[src/rtl/itmr_pkg.sv]
package itmr_pkg;

    localparam int SEL_W   = 3;
    localparam int CTRL_W  = SEL_W + 1;
    localparam int TMR_W   = 14;
    localparam logic [CTRL_W-1:0] CTRL_RST = 4'b1111;

    typedef enum logic [1:0] {
        SRC_SYS  = 2'd0,
        SRC_SLOW = 2'd1,
        SRC_CM   = 2'd2,
        SRC_OFF  = 2'd3
    } src_e;

    typedef enum logic {
        ST_COUNT = 1'b0,
        ST_FIRE  = 1'b1
    } div_state_e;

    typedef struct packed {
        logic             restart_mode;
        logic [SEL_W-1:0] div_sel;
    } ctrl_t;

    // Final count value (ratio minus one) for each select code.
    function automatic logic [TMR_W-1:0] last_count(input logic [SEL_W-1:0] sel);
        int unsigned shamt;
        case (sel)
            3'd5:    shamt = 32'd8;
            3'd6:    shamt = 32'd11;
            3'd7:    shamt = 32'd14;
            default: shamt = 32'(sel) + 32'd1;
        endcase
        return TMR_W'((32'd1 << shamt) - 32'd1);
    endfunction

endpackage

[src/rtl/itmr_ctrl_reg.sv]
module itmr_ctrl_reg
    import itmr_pkg::*;
(
    input  logic              clk,
    input  logic              rst_n,
    input  logic              wr_en,
    input  logic [CTRL_W-1:0] wr_data,
    input  logic              restart_allow,
    output ctrl_t             ctrl,
    output logic              restart_req,
    output logic [SEL_W-1:0]  load_sel
);

    ctrl_t wr_word;

    assign wr_word = ctrl_t'(wr_data);

    always_ff @(posedge clk or negedge rst_n) begin
        if (!rst_n) begin
            ctrl <= ctrl_t'(CTRL_RST);
        end else if (wr_en) begin
            ctrl <= wr_word;
        end
    end

    // A restart needs the strobe, the request bit in the new word and permission.
    assign restart_req = wr_en && wr_word.restart_mode && restart_allow;
    assign load_sel    = wr_word.div_sel;

endmodule

[src/rtl/itmr_clk_src.sv]
module itmr_clk_src
    import itmr_pkg::*;
#(
    parameter int PRE_W = 4
) (
    input  logic       clk,
    input  logic       rst_n,
    input  logic [1:0] src_sel,
    input  logic       slow_en,
    input  logic       cm_en,
    input  logic       clear,
    output logic       step
);

    src_e src;
    logic cm_step;

    assign src = src_e'(src_sel);

    generate
        if (PRE_W > 0) begin : g_pre
            logic [PRE_W-1:0] pre_q;
            logic             cm_sel;

            assign cm_sel = (src == SRC_CM);

            always_ff @(posedge clk or negedge rst_n) begin
                if (!rst_n) begin
                    pre_q <= '0;
                end else if (clear) begin
                    pre_q <= '0;
                end else if (cm_sel && cm_en) begin
                    pre_q <= pre_q + 1'b1;
                end
            end

            assign cm_step = cm_sel && cm_en && (pre_q == '1);
        end else begin : g_nopre
            logic unused_clr;
            assign unused_clr = clear;
            assign cm_step    = (src == SRC_CM) && cm_en;
        end
    endgenerate

    always_comb begin
        unique case (src)
            SRC_SYS:  step = 1'b1;
            SRC_SLOW: step = slow_en;
            SRC_CM:   step = cm_step;
            SRC_OFF:  step = 1'b0;
        endcase
    end

endmodule

[src/rtl/itmr_div_fsm.sv]
module itmr_div_fsm
    import itmr_pkg::*;
(
    input  logic             clk,
    input  logic             rst_n,
    input  logic             step,
    input  logic             restart,
    input  logic [SEL_W-1:0] load_sel,
    input  logic [SEL_W-1:0] cur_sel,
    output logic             tick
);

    div_state_e       state_q;
    div_state_e       state_d;
    logic [TMR_W-1:0] cnt_q;
    logic [SEL_W-1:0] act_sel_q;
    logic             wrap;

    assign wrap = step && (cnt_q == last_count(act_sel_q));

    // Next state
    always_comb begin
        state_d = state_q;
        unique case (state_q)
            ST_COUNT: begin
                if (restart)   state_d = ST_COUNT;
                else if (wrap) state_d = ST_FIRE;
            end
            ST_FIRE: begin
                if (restart)   state_d = ST_COUNT;
                else if (wrap) state_d = ST_FIRE;
                else           state_d = ST_COUNT;
            end
        endcase
    end

    // State register
    always_ff @(posedge clk or negedge rst_n) begin
        if (!rst_n) state_q <= ST_COUNT;
        else        state_q <= state_d;
    end

    // Count and active ratio; the ratio is only reloaded at a wrap or restart
    always_ff @(posedge clk or negedge rst_n) begin
        if (!rst_n) begin
            cnt_q     <= '0;
            act_sel_q <= CTRL_RST[SEL_W-1:0];
        end else if (restart) begin
            cnt_q     <= '0;
            act_sel_q <= load_sel;
        end else if (wrap) begin
            cnt_q     <= '0;
            act_sel_q <= cur_sel;
        end else if (step) begin
            cnt_q     <= cnt_q + 1'b1;
        end
    end

    // Outputs
    always_comb begin
        tick = (state_q == ST_FIRE);
    end

endmodule

[src/rtl/interval_timer.sv]
module interval_timer
    import itmr_pkg::*;
#(
    parameter int PRE_DIV = 16
) (
    input  logic              clk,
    input  logic              rst_n,
    input  logic [1:0]        src_sel,
    input  logic              slow_en,
    input  logic              cm_en,
    input  logic              wr_en,
    input  logic [CTRL_W-1:0] wr_data,
    input  logic              restart_allow,
    output logic [CTRL_W-1:0] ctrl_q,
    output logic              tick
);

    localparam int PRE_W = $clog2(PRE_DIV);

    ctrl_t            ctrl;
    logic             restart_req;
    logic [SEL_W-1:0] load_sel;
    logic             step;

    itmr_ctrl_reg u_reg (
        .clk           (clk),
        .rst_n         (rst_n),
        .wr_en         (wr_en),
        .wr_data       (wr_data),
        .restart_allow (restart_allow),
        .ctrl          (ctrl),
        .restart_req   (restart_req),
        .load_sel      (load_sel)
    );

    itmr_clk_src #(.PRE_W(PRE_W)) u_src (
        .clk     (clk),
        .rst_n   (rst_n),
        .src_sel (src_sel),
        .slow_en (slow_en),
        .cm_en   (cm_en),
        .clear   (restart_req),
        .step    (step)
    );

    itmr_div_fsm u_div (
        .clk      (clk),
        .rst_n    (rst_n),
        .step     (step),
        .restart  (restart_req),
        .load_sel (load_sel),
        .cur_sel  (ctrl.div_sel),
        .tick     (tick)
    );

    assign ctrl_q = ctrl;

endmodule

[config.mk]
export PLATFORM = sky130hd
export DESIGN_NAME = interval_timer
export DESIGN_NICKNAME = d
export VERILOG_FILES = /design/src/rtl/itmr_pkg.sv /design/src/rtl/itmr_ctrl_reg.sv /design/src/rtl/itmr_clk_src.sv /design/src/rtl/itmr_div_fsm.sv /design/src/rtl/interval_timer.sv
export SDC_FILE = /design/constraint.sdc
export NUM_CORES = 1
export LEC_CHECK = 0
export BUFFER_PORTS_ARGS = -buffer_cell sky130_fd_sc_hd__buf_2
export CORE_MARGIN = 2
export CORE_UTILIZATION = 30
export CTS_CLUSTER_SIZE = 10
export DETAILED_ROUTE_END_ITERATION = 10
export SYNTH_ARGS = -nofsm -noshare
export SYNTH_HDL_FRONTEND = slang
export SYNTH_SLANG_ARGS = --single-unit
[constraint.sdc]
create_clock -name clk -period 5.25 [get_ports clk]
set_clock_uncertainty 0.15 [all_clocks]
set_input_delay 0.7875 -clock clk [delete_from_list [all_inputs] [get_ports clk]]
set_output_delay 0.7875 -clock clk [all_outputs]
set_load 0.1 [all_outputs]
==> results of run 1 <==
## layout by cell type, fill, tap and decap left out, types with 7 or more instances in the layout
cell	instances
o21ai_0	7
nor3_1	21
and3_1	9
nand4_1	8
buf_2	16
nand2_1	22
dfstp_2	7
nor2_1	14
a21oi_1	7
dfrtp_1	19
ha_1	7
xor2_1	10
xnor2_1	7
## power groups by stage
stage | logic, mW | clock network [mW] | registers (mW)
2_1_floorplan | 0.248 | 0 | 0.286
3_3_place_gp | 0.307 | 0 | 0.298
3_5_place_dp | 0.307 | 0 | 0.298
4_1_cts | 0.309 | 0.136 | 0.295
5_1_grt | 0.346 | 0.142 | 0.303
6_report | 0.310 | 0.132 | 0.296
## cells by family (layout without fill, tap and decap cells)
logic type / after synthesis / count (layout) / share of synthesized area, %
fa+ha+maj: 7 / 7 / 4.18
xor+xnor: 17 / 17 / 7.11
compound gates: 54 / 54 / 19.6
simple gates: 113 / 113 / 30.4
buf+inv: 21 / 26 / 4.60
flops: 26 / 26 / 31.5
mux: 5 / 5 / 2.63
## critical path: stages (launching register included)
cell	delay [ns]
dfstp_2	0.72
inv_1	0.16
ha_1	0.52
inv_1	0.11
nor3_1	0.34
nand2_1	0.11
ha_1	0.31
o21a_1	0.23
o211a_1	0.24
or4b_1	0.49
or4_1	0.41
a31oi_1	0.19
## registers in the layout, indices dropped and copies added, names as in the netlist
name / flops
u_div.cnt_q: 14
u_reg.ctrl: 4
u_src.g_pre.pre_q: 4
u_div.act_sel_q: 3
u_div.tick: 1
## metrics by stage
step	cells	total power [mW]	cell area [µm²]	hold WS [ns]
final	328	0.739	2260	0.340
after global routing	328	0.791	2260	0.391
after CTS	328	0.739	2260	0.366
after detailed placement	324	0.605	2200	0.397
after global placement	324	0.604	2200	0.387
after floorplan	243	0.534	2090	0.342
## layer usage
metal,vias to the layer above,wire length [µm]
met2,44,2230
met5,-,0
met1,898,2460
met4,0,116
met3,11,170
li1,922,-
## worst max path at each step
stage                        from            endpoint  slack (ns)
2_1_floorplan  u_div.act_sel_q[1]  u_div.act_sel_q[0]        1.52
3_3_place_gp   u_div.act_sel_q[0]  u_div.act_sel_q[0]        1.30
3_5_place_dp   u_div.act_sel_q[0]  u_div.act_sel_q[1]        1.26
4_1_cts        u_div.act_sel_q[0]  u_div.act_sel_q[1]        1.23
5_1_grt        u_div.act_sel_q[0]      u_div.cnt_q[6]        0.95
6_report       u_div.act_sel_q[0]  u_div.act_sel_q[1]        1.20
## area by class of cell
| cell class | count | area, µm² |
|---|---|---|
| Tap cell | 80 | 100 |
| Clock buffer | 4 | 55.1 |
| Inverter | 5 | 18.8 |
| Sequential cell | 26 | 659 |
| Multi-Input combinational cell | 196 | 1340 |
| Fill cell | 702 | 4500 |
| Timing Repair Buffer | 17 | 87.6 |
==> results_dict.tcl, run 1 <==
set metrics [dict create \
    fmax_ghz 0.247 \
    synth_nets 262 \
    cts_buffers 3 \
    seq_area_frac_synth_pct 31.5 \
    reg2reg_depth 11 \
    tightest_slew_ns 0.654 \
    wl_um 4970 \
    root_buffer "clkbuf_8" \
    io_pins 17 \
    numPortBuffers 16 \
    reg2reg_to "u_div.act_sel_q[1]" \
    grtUsageMet3_pct 1.32 \
    pre_cts_slack_ns 1.26 \
    synthTopCellsByArea "dfrtp_1 (23%), dfstp_2 (8.8%), nor3_1 (5.0%)" \
    p_int_mw 0.424 \
    ys_types 59 \
    grt_first_pass_wirelength_um 8520 \
    power_frac_comb_pct 42.0 \
    coreArea_mm2 0.00676 \
    synth_top_cell_by_area "dfrtp_1" \
    power_frac_seq_pct 40.1 \
    rr_startpoint "u_div.act_sel_q[0]" \
    maxSlewViolCount 0 \
    start_kind "register" \
    hold_path_class "in -> async" \
    worstPathMaxFanout 17 \
    end_kind "register" \
    worstPathArrival_ns 4.11 \
    grt_pass1_vias 1729 \
    grt_usage_pct 13.9 \
    power_switching_mw 0.315 \
    dieHeight_um 87.5 \
    cp.required_ns 5.31 \
    cts.sinks 26 \
    vias_per_cell 5.72 \
    cts_tree "built" \
    grt-busiest-layer "met1" \
    hold_violations 0 \
    route.vias.total 1875 \
    fin_crit_sh_pct 77.2 \
    rows 30 \
    synth_common_cells "nand2_1 (22), nor3_1 (21), dfrtp_1 (19)" \
    start_util_pct 31.0 \
    synthMostInstantiatedCell "nand2_1" \
    yosysTopAreaCellShare_pct 22.7 \
    drt_iter0_drc 202 \
    post_drt_wl_per_cell_um 15.2 \
    synthFlopType "dfrtp_1" \
    area_growth_pct 7.89 \
    vdd.ir_drop.worst_v 0.000211 \
    slew_headroom_pct 56.4 \
    synthArstFlopShare_pct 100 \
    postLayoutCoreUtil_pct 33.4 \
    antenna_found_initial 0 \
    ant_nets 0 \
    synth-warning-count 0 \
    htreeDepth 1 \
    setup_slack_ns 1.20 \
    drive_above_1_share_pct 16.5 \
    firstDrtPassIters 5 \
    powerDensity_mw_per_mm2 327 \
    setup_viol 0 \
    clk_latency_ns 0.28 \
    fin_tns_setup_ns 0 \
    reg2reg_slack_ns 1.20 \
    fin_nets 268 \
    rsz0062_at_grt "no" \
    antennaDiodeCount 0 \
    clockBufferDepth 2 \
    leakagePower_nw 0.905 \
    postCtsSetupRepairBufs 0 \
    yosys_register_bits 26 \
    finalCriticalPeriod_ns 4.05 \
    status "finished clean" \
    clkPwrFrac_pct 17.9 \
    route.detailed.drc 0 \
    critPathKind "reg -> reg" \
    netlist_area_mm2 0.00209 \
    met1_usage_pct 20.9 \
    gp_congestion 0.850 \
    switching_share_pct 42.7 \
    grt-ovfl-total 0 \
    dpl.hpwl_um 3610 \
    synthCells 243 \
    postCtsHoldBufs 0 \
    ctsResizeCount 0 \
    avgSynthCellArea_um2 8.61 \
    grt_max_degree 27 \
    clkTransAtPathRegs_ns 0.09 \
    grtUsageMet2_pct 20.0 \
    synth-edff-count 0 \
    die-width_um 87.5 \
    cap_viol_max_count 0 \
    dieArea_mm2 0.00766 \
]
Note: power is estimated with default switching activity, not from simulation.
==> run 2: changes to the inputs <==
ABC_AREA = 1   (was unset)
clock period = 3.4 ns   (was 5.25 ns; I/O delays follow)
==> run 2 against run 1 <==
Compared with the run above:
- power up 91%
- largest cell class unchanged
- first-iteration DRC count down 67%
- register-to-register slack worse by 0.94 ns
==> results_dict.tcl, run 2 <==
set metrics [dict create \
    status "finished clean" \
    maxSlewViolCount 0 \
    cts_buffers 3 \
    coreArea_mm2 0.00635 \
    yosysTopAreaCellShare_pct 24.1 \
    drive_above_1_share_pct 18.2 \
    grt_pass1_vias 1741 \
    cp.required_ns 3.48 \
    clkTransAtPathRegs_ns 0.10 \
    stdcell_count 384 \
    path_buf_inv 5 \
    synthFlopType "dfrtp_1" \
    grt-ovfl-total 0 \
    io_pins 17 \
    avgSynthCellArea_um2 6.85 \
    gp_congestion 0.869 \
    final_common_cell "nand2_1" \
    fin_nets 327 \
    route.vias.total 1794 \
    cpMaxStageDelayCell "dfstp_2" \
    fin_crit_sh_pct 92.5 \
    clk_latency_ns 0.28 \
    setup_viol 0 \
    vias_per_cell 4.67 \
    synth-warning-count 0 \
    synthCells 288 \
    root_buffer "clkbuf_8" \
    crit_path_cell_trace "inv_1, ha_1, inv_1, nand2_2, nand2_4, clkinv_4, nand3_2, ha_1, inv_1, nand2_1, nand2_1, nand2_1, nor2_1, nand2_1, nor2_1, nand3_1, nor2_1, nand3_2, o21ai_4, buf_12, nand2_1, nand2_1" \
    worstPathArrival_ns 3.22 \
    cap_viol_max_count 0 \
    tightest_slew_ns 0.600 \
    area_growth_pct 13.3 \
    grt_max_degree 27 \
    post_drt_wl_per_cell_um 11.4 \
    dpl.hpwl_um 3410 \
    cts.sinks 26 \
    synth_nets 307 \
    firstDrtPassIters 5 \
    top_regs "u_div.cnt_q: 14 flops, u_reg.ctrl: 4 flops, u_src.g_pre.pre_q: 4 flops" \
    synth_top_cell_by_area "dfrtp_1" \
    regMostFlops "u_div.cnt_q" \
    fmax_ghz 0.318 \
    slowest_delay_ns 0.59 \
    synth-edff-count 0 \
    vdd.ir_drop.worst_v 0.000256 \
    leakagePower_nw 1.13 \
    seq_area_frac_synth_pct 33.4 \
    hold_path_class "in -> async" \
    antennaDiodeCount 0 \
    powerDensity_mw_per_mm2 630 \
    slew_headroom_pct 60.0 \
    grt_usage_pct 13.3 \
    largest_reg_flops 14 \
    synthArstFlopShare_pct 100 \
    htreeDepth 1 \
    ant_nets 0 \
    yosys_register_bits 26 \
    dieArea_mm2 0.00724 \
    worstPathMaxFanout 12 \
    ys_types 25 \
    start_util_pct 31.1 \
    synth_common_cells "nand2_1 (76), inv_1 (48), nand3_1 (31)" \
    pre_cts_slack_ns 0.188 \
    critPathTopFamily "simple AND/OR/NAND/NOR gates" \
    drt_iter0_drc 66 \
    start_kind "register" \
    clockBufferDepth 2 \
    crit_top_cell "nand2_1" \
    synthTopCellsByArea "dfrtp_1 (24%), nand2_1 (14%), dfstp_2 (9.3%)" \
    die-width_um 85.1 \
    hold_ws_ns 0.0734 \
    final_cell_mix "nand2_1 (75), inv_1 (48), nand3_1 (31), nor2_1 (29), dfrtp_1 (19)" \
    rows 29 \
    synthMostInstantiatedCell "nand2_1" \
    design_area_mm2 0.00224 \
    cts_tree "built" \
    critPathKind "reg -> reg" \
    hold_violations 0 \
    antenna_found_initial 0 \
    postCtsHoldBufs 0 \
    fin_tns_setup_ns 0 \
    route.detailed.drc 0 \
    end_kind "register" \
    grt_first_pass_wirelength_um 7960 \
    wl_um 4390 \
    numPortBuffers 16 \
    dieHeight_um 85.1 \
    netlist_area_mm2 0.00197 \
    finalCriticalPeriod_ns 3.15 \
    setup_slack_ns 0.255 \
    placed_area_mm2 0.00215 \
    numPlacedInstances 379 \
]
-- run 2: final cells by class --
type / instances / area, µm²
multi-input combinational: 209 / 1100
sequential: 26 / 659
fill: 650 / 4110
timing repair buffer: 19 / 115
tap: 77 / 96.3
clock inverter: 1 / 30.0
inverter: 49 / 189
clock buffer: 3 / 41.3
-- run 2: final timing paths --
| kind | startpoint | endpoint | slack (ns) | cells past startpoint |
|---|---|---|---|---|
| setup / recovery | u_div.act_sel_q[0] | u_div.act_sel_q[1] | 0.25 | 22 |
| hold / removal | rst_n | u_src.g_pre.pre_q[0] | 0.07 | 1 |
| setup reg to reg | u_div.act_sel_q[0] | u_div.act_sel_q[1] | 0.25 | 22 |
| hold reg to reg | u_src.g_pre.pre_q[3] | u_src.g_pre.pre_q[3] | 0.33 | 1 |
| max in group asynchronous | rst_n | u_div.cnt_q[7] | 2.63 | 1 |
| min in group clk | wr_data[2] | u_reg.ctrl[2] | 0.30 | 3 |
-- run 2: cell families after synthesis --
logic type	after synthesis	synth area share [%]
XOR/XNOR	9	4.00
adder cells (fa/ha/maj)	7	4.44
flip-flops	26	33.4
buffers and inverters	53	11.0
multiplexers	1	0.571
AND/OR/NAND/NOR	174	41.2
AO/OA/AOI/OAI	18	5.39
-- run 2: power by group --
group	total [mW]	switching, mW	internal [mW]
clock network	0.263	0.105	0.158
registers	0.418	0.0544	0.364
logic	0.727	0.480	0.247
total	1.41	0.639	0.769
-- run 2: layer usage --
metal | share of wire [%] | global-route usage, %
met5 | 0 | 0
met4 | 1.1 | 5.19
met3 | 3.5 | 1.36
met2 | 45 | 20.9
met1 | 50 | 18.9
-- run 2: timing repair --
action	4_1_cts	5_1_grt
gates resized for setup	0	3
setup endpoints to repair	0	17
buffers inserted	0	1
-- run 2: metrics by stage --
| stage | power [mW] | utilization [%] |
|---|---|---|
| floorplan | 0.993 | - |
| global placement | 1.13 | 33.8 |
| detailed placement | 1.13 | 33.8 |
| CTS | 1.40 | 34.9 |
| global route | 1.57 | 35.2 |
| finish | 1.41 | 35.2 |
==> run 3: changes to the inputs <==
ABC_AREA = unset   (was 1)
==> run 3 against run 2 <==
Compared with the run above:
- routed wire length up 17%
- clock power down 31%
- clock-buffer cell count up 1
- global-route usage up 0.75 points
- largest power group unchanged
- critical path depth down 11
- critical endpoint unchanged
- flip-flop and latch count unchanged
- combinational power down 11%
- core utilization up 1.6 points
- sequential share of layout area down 3.0 points
- sequential power up 1%
- power down 11%
==> results_dict.tcl, run 3 (same netlist as run 1, synthesis figures left out) <==
set metrics [dict create \
    p_int_mw 0.724 \
    antenna_found_initial 0 \
    postLayoutCoreUtil_pct 36.8 \
    route.detailed.drc 0 \
    clkPwrFrac_pct 14.5 \
    vias_per_cell 5.57 \
    slew_headroom_pct 56.6 \
    grt_max_degree 27 \
    area_growth_pct 18.8 \
    power.total_mw 1.25 \
    powerDensity_mw_per_mm2 502 \
    grt_pass1_vias 1830 \
    htreeDepth 1 \
    final_common_cell "nand2_1" \
    tightest_slew_ns 0.652 \
    grt_usage_pct 14.1 \
    rows 30 \
    dieHeight_um 87.5 \
    io_pins 17 \
    grt-ovfl-total 0 \
    end_kind "register" \
    path_buf_inv 1 \
    route.vias.total 1920 \
    slowest_delay_ns 0.57 \
    root_buffer "clkbuf_8" \
    cap_viol_max_count 0 \
    ant_nets 0 \
    grt_first_pass_wirelength_um 8710 \
    dieArea_mm2 0.00766 \
    leakagePower_nw 0.997 \
    dpl.hpwl_um 3880 \
    critPathTopFamily "simple AND/OR/NAND/NOR gates" \
    post_drt_wl_per_cell_um 14.9 \
    power_switching_mw 0.526 \
    cts.sinks 26 \
    hold_ws_ns 0.0686 \
    worstPathMaxFanout 8 \
    placed_area_mm2 0.00234 \
    final_cell_mix "nand2_1 (21), dfrtp_1 (19), nor3_1 (18), buf_4 (18), buf_2 (16)" \
    postCtsHoldBufs 0 \
    vdd.ir_drop.worst_v 0.000270 \
    cts_buffers 3 \
    power_frac_seq_pct 33.9 \
    hold_violations 0 \
    cpMaxStageDelayCell "dfstp_2" \
    design_area_mm2 0.00249 \
    hold_path_class "in -> async" \
    reg2reg_depth 11 \
    die-width_um 87.5 \
    switching_share_pct 42.1 \
    crit_top_cell "ha_4" \
    numPortBuffers 16 \
    clockBufferDepth 2 \
    cts_tree "built" \
    start_kind "register" \
    wl_um 5140 \
    gp_congestion 0.872 \
    crit_cells 11 \
    fin_nets 285 \
    critPathKind "reg -> reg" \
    clk_latency_ns 0.28 \
    fmax_ghz 0.306 \
    finalCriticalPeriod_ns 3.27 \
    coreArea_mm2 0.00676 \
    setup_viol 0 \
    cp.required_ns 3.45 \
    antennaDiodeCount 0 \
    regMostFlops "u_div.cnt_q" \
    top_regs "u_div.cnt_q: 14 flops, u_reg.ctrl: 4 flops, u_src.g_pre.pre_q: 4 flops" \
    crit_path_cell_trace "inv_4, ha_4, o21a_4, nor3_4, nand2_2, ha_4, o21a_1, o211a_1, or4b_1, or4_1, a31oi_1" \
    fin_crit_sh_pct 96.1 \
    largest_reg_flops 14 \
    drt_iter0_drc 117 \
    worstPathArrival_ns 3.32 \
    power_frac_comb_pct 51.5 \
    start_util_pct 31.0 \
    drive_above_1_share_pct 27.2 \
    clkTransAtPathRegs_ns 0.09 \
    status "finished clean" \
    firstDrtPassIters 4 \
    maxSlewViolCount 0 \
]
## run 3: cell count changes in the layout (fill, tap and decap cells not counted), moves of 7 or more
cell     delta
and3_1      +9
buf_4      +16
inv_1      -44
nand2_1    -54
nand3_1    -27
nor2_1     -15
nor2_2     -11
nor3_1     +13
xnor2_1     +7
## run 3: routing by layer
layer  part of all wire [%]  track usage, %  wire, µm  up-vias
met5                      0               0         0        -
met4                    1.8            5.45        91        0
met3                    3.7            1.23       190        7
met2                     48            22.7      2450       41
met1                     47            19.6      2410      917
li1                       -               -         -      955
## run 3: worst paths after layout
| path | startpoint | endpoint | slack [ns] |
|---|---|---|---|
| worst max-delay path | u_div.act_sel_q[1] | u_div.act_sel_q[1] | 0.13 |
| worst min-delay path | rst_n | u_div.cnt_q[8] | 0.07 |
| worst max register to register | u_div.act_sel_q[1] | u_div.act_sel_q[1] | 0.13 |
| worst min register to register | u_src.g_pre.pre_q[1] | u_src.g_pre.pre_q[1] | 0.40 |
| max in group asynchronous | rst_n | u_div.cnt_q[1] | 2.65 |
| min in group clk | wr_data[2] | u_div.act_sel_q[2] | 0.33 |
## run 3: stage by stage
stage	worst slack, ns	TNS, ns	std cells
2_1_floorplan	-0.0216	-0.0858	243
3_3_place_gp	0.119	0	338
3_5_place_dp	0.0546	0	338
4_1_cts	0.0343	0	342
5_1_grt	-0.0113	-0.0113	345
6_report	0.131	0	345
## run 3: final cells by class
type | count | area [µm²]
repair buffers | 34 | 215
multi-input cells | 196 | 1450
clock buffers | 4 | 45.0
inverters | 5 | 21.3
fillers | 706 | 4270
flip-flops and latches | 26 | 659
well taps | 80 | 100
## run 3: power by group through the flow
stage          sequential [mW]  clock, mW  combinational (mW)
6_report                 0.424      0.182               0.644
5_1_grt                  0.430      0.201               0.711
4_1_cts                  0.424      0.187               0.573
3_5_place_dp             0.429          0               0.571
3_3_place_gp             0.430          0               0.567
2_1_floorplan            0.444          0               0.414
## run 3: worst register-to-register path, delay by kind of cell (launching register included)
family / cells / cell delay, ns
AO/OA/AOI/OAI: 4 / 0.87
AND/OR/NAND/NOR: 4 / 1.20
buffers and inverters: 1 / 0.05
adder cells (fa/ha/maj): 2 / 0.35
flip-flops: 1 / 0.57
## run 3: timing repair
| item | in CTS | in global routing |
|---|---|---|
| buffers inserted | 0 | 3 |
| resized for setup | 0 | 14 |
| endpoints found under the setup margin | 0 | 18 |
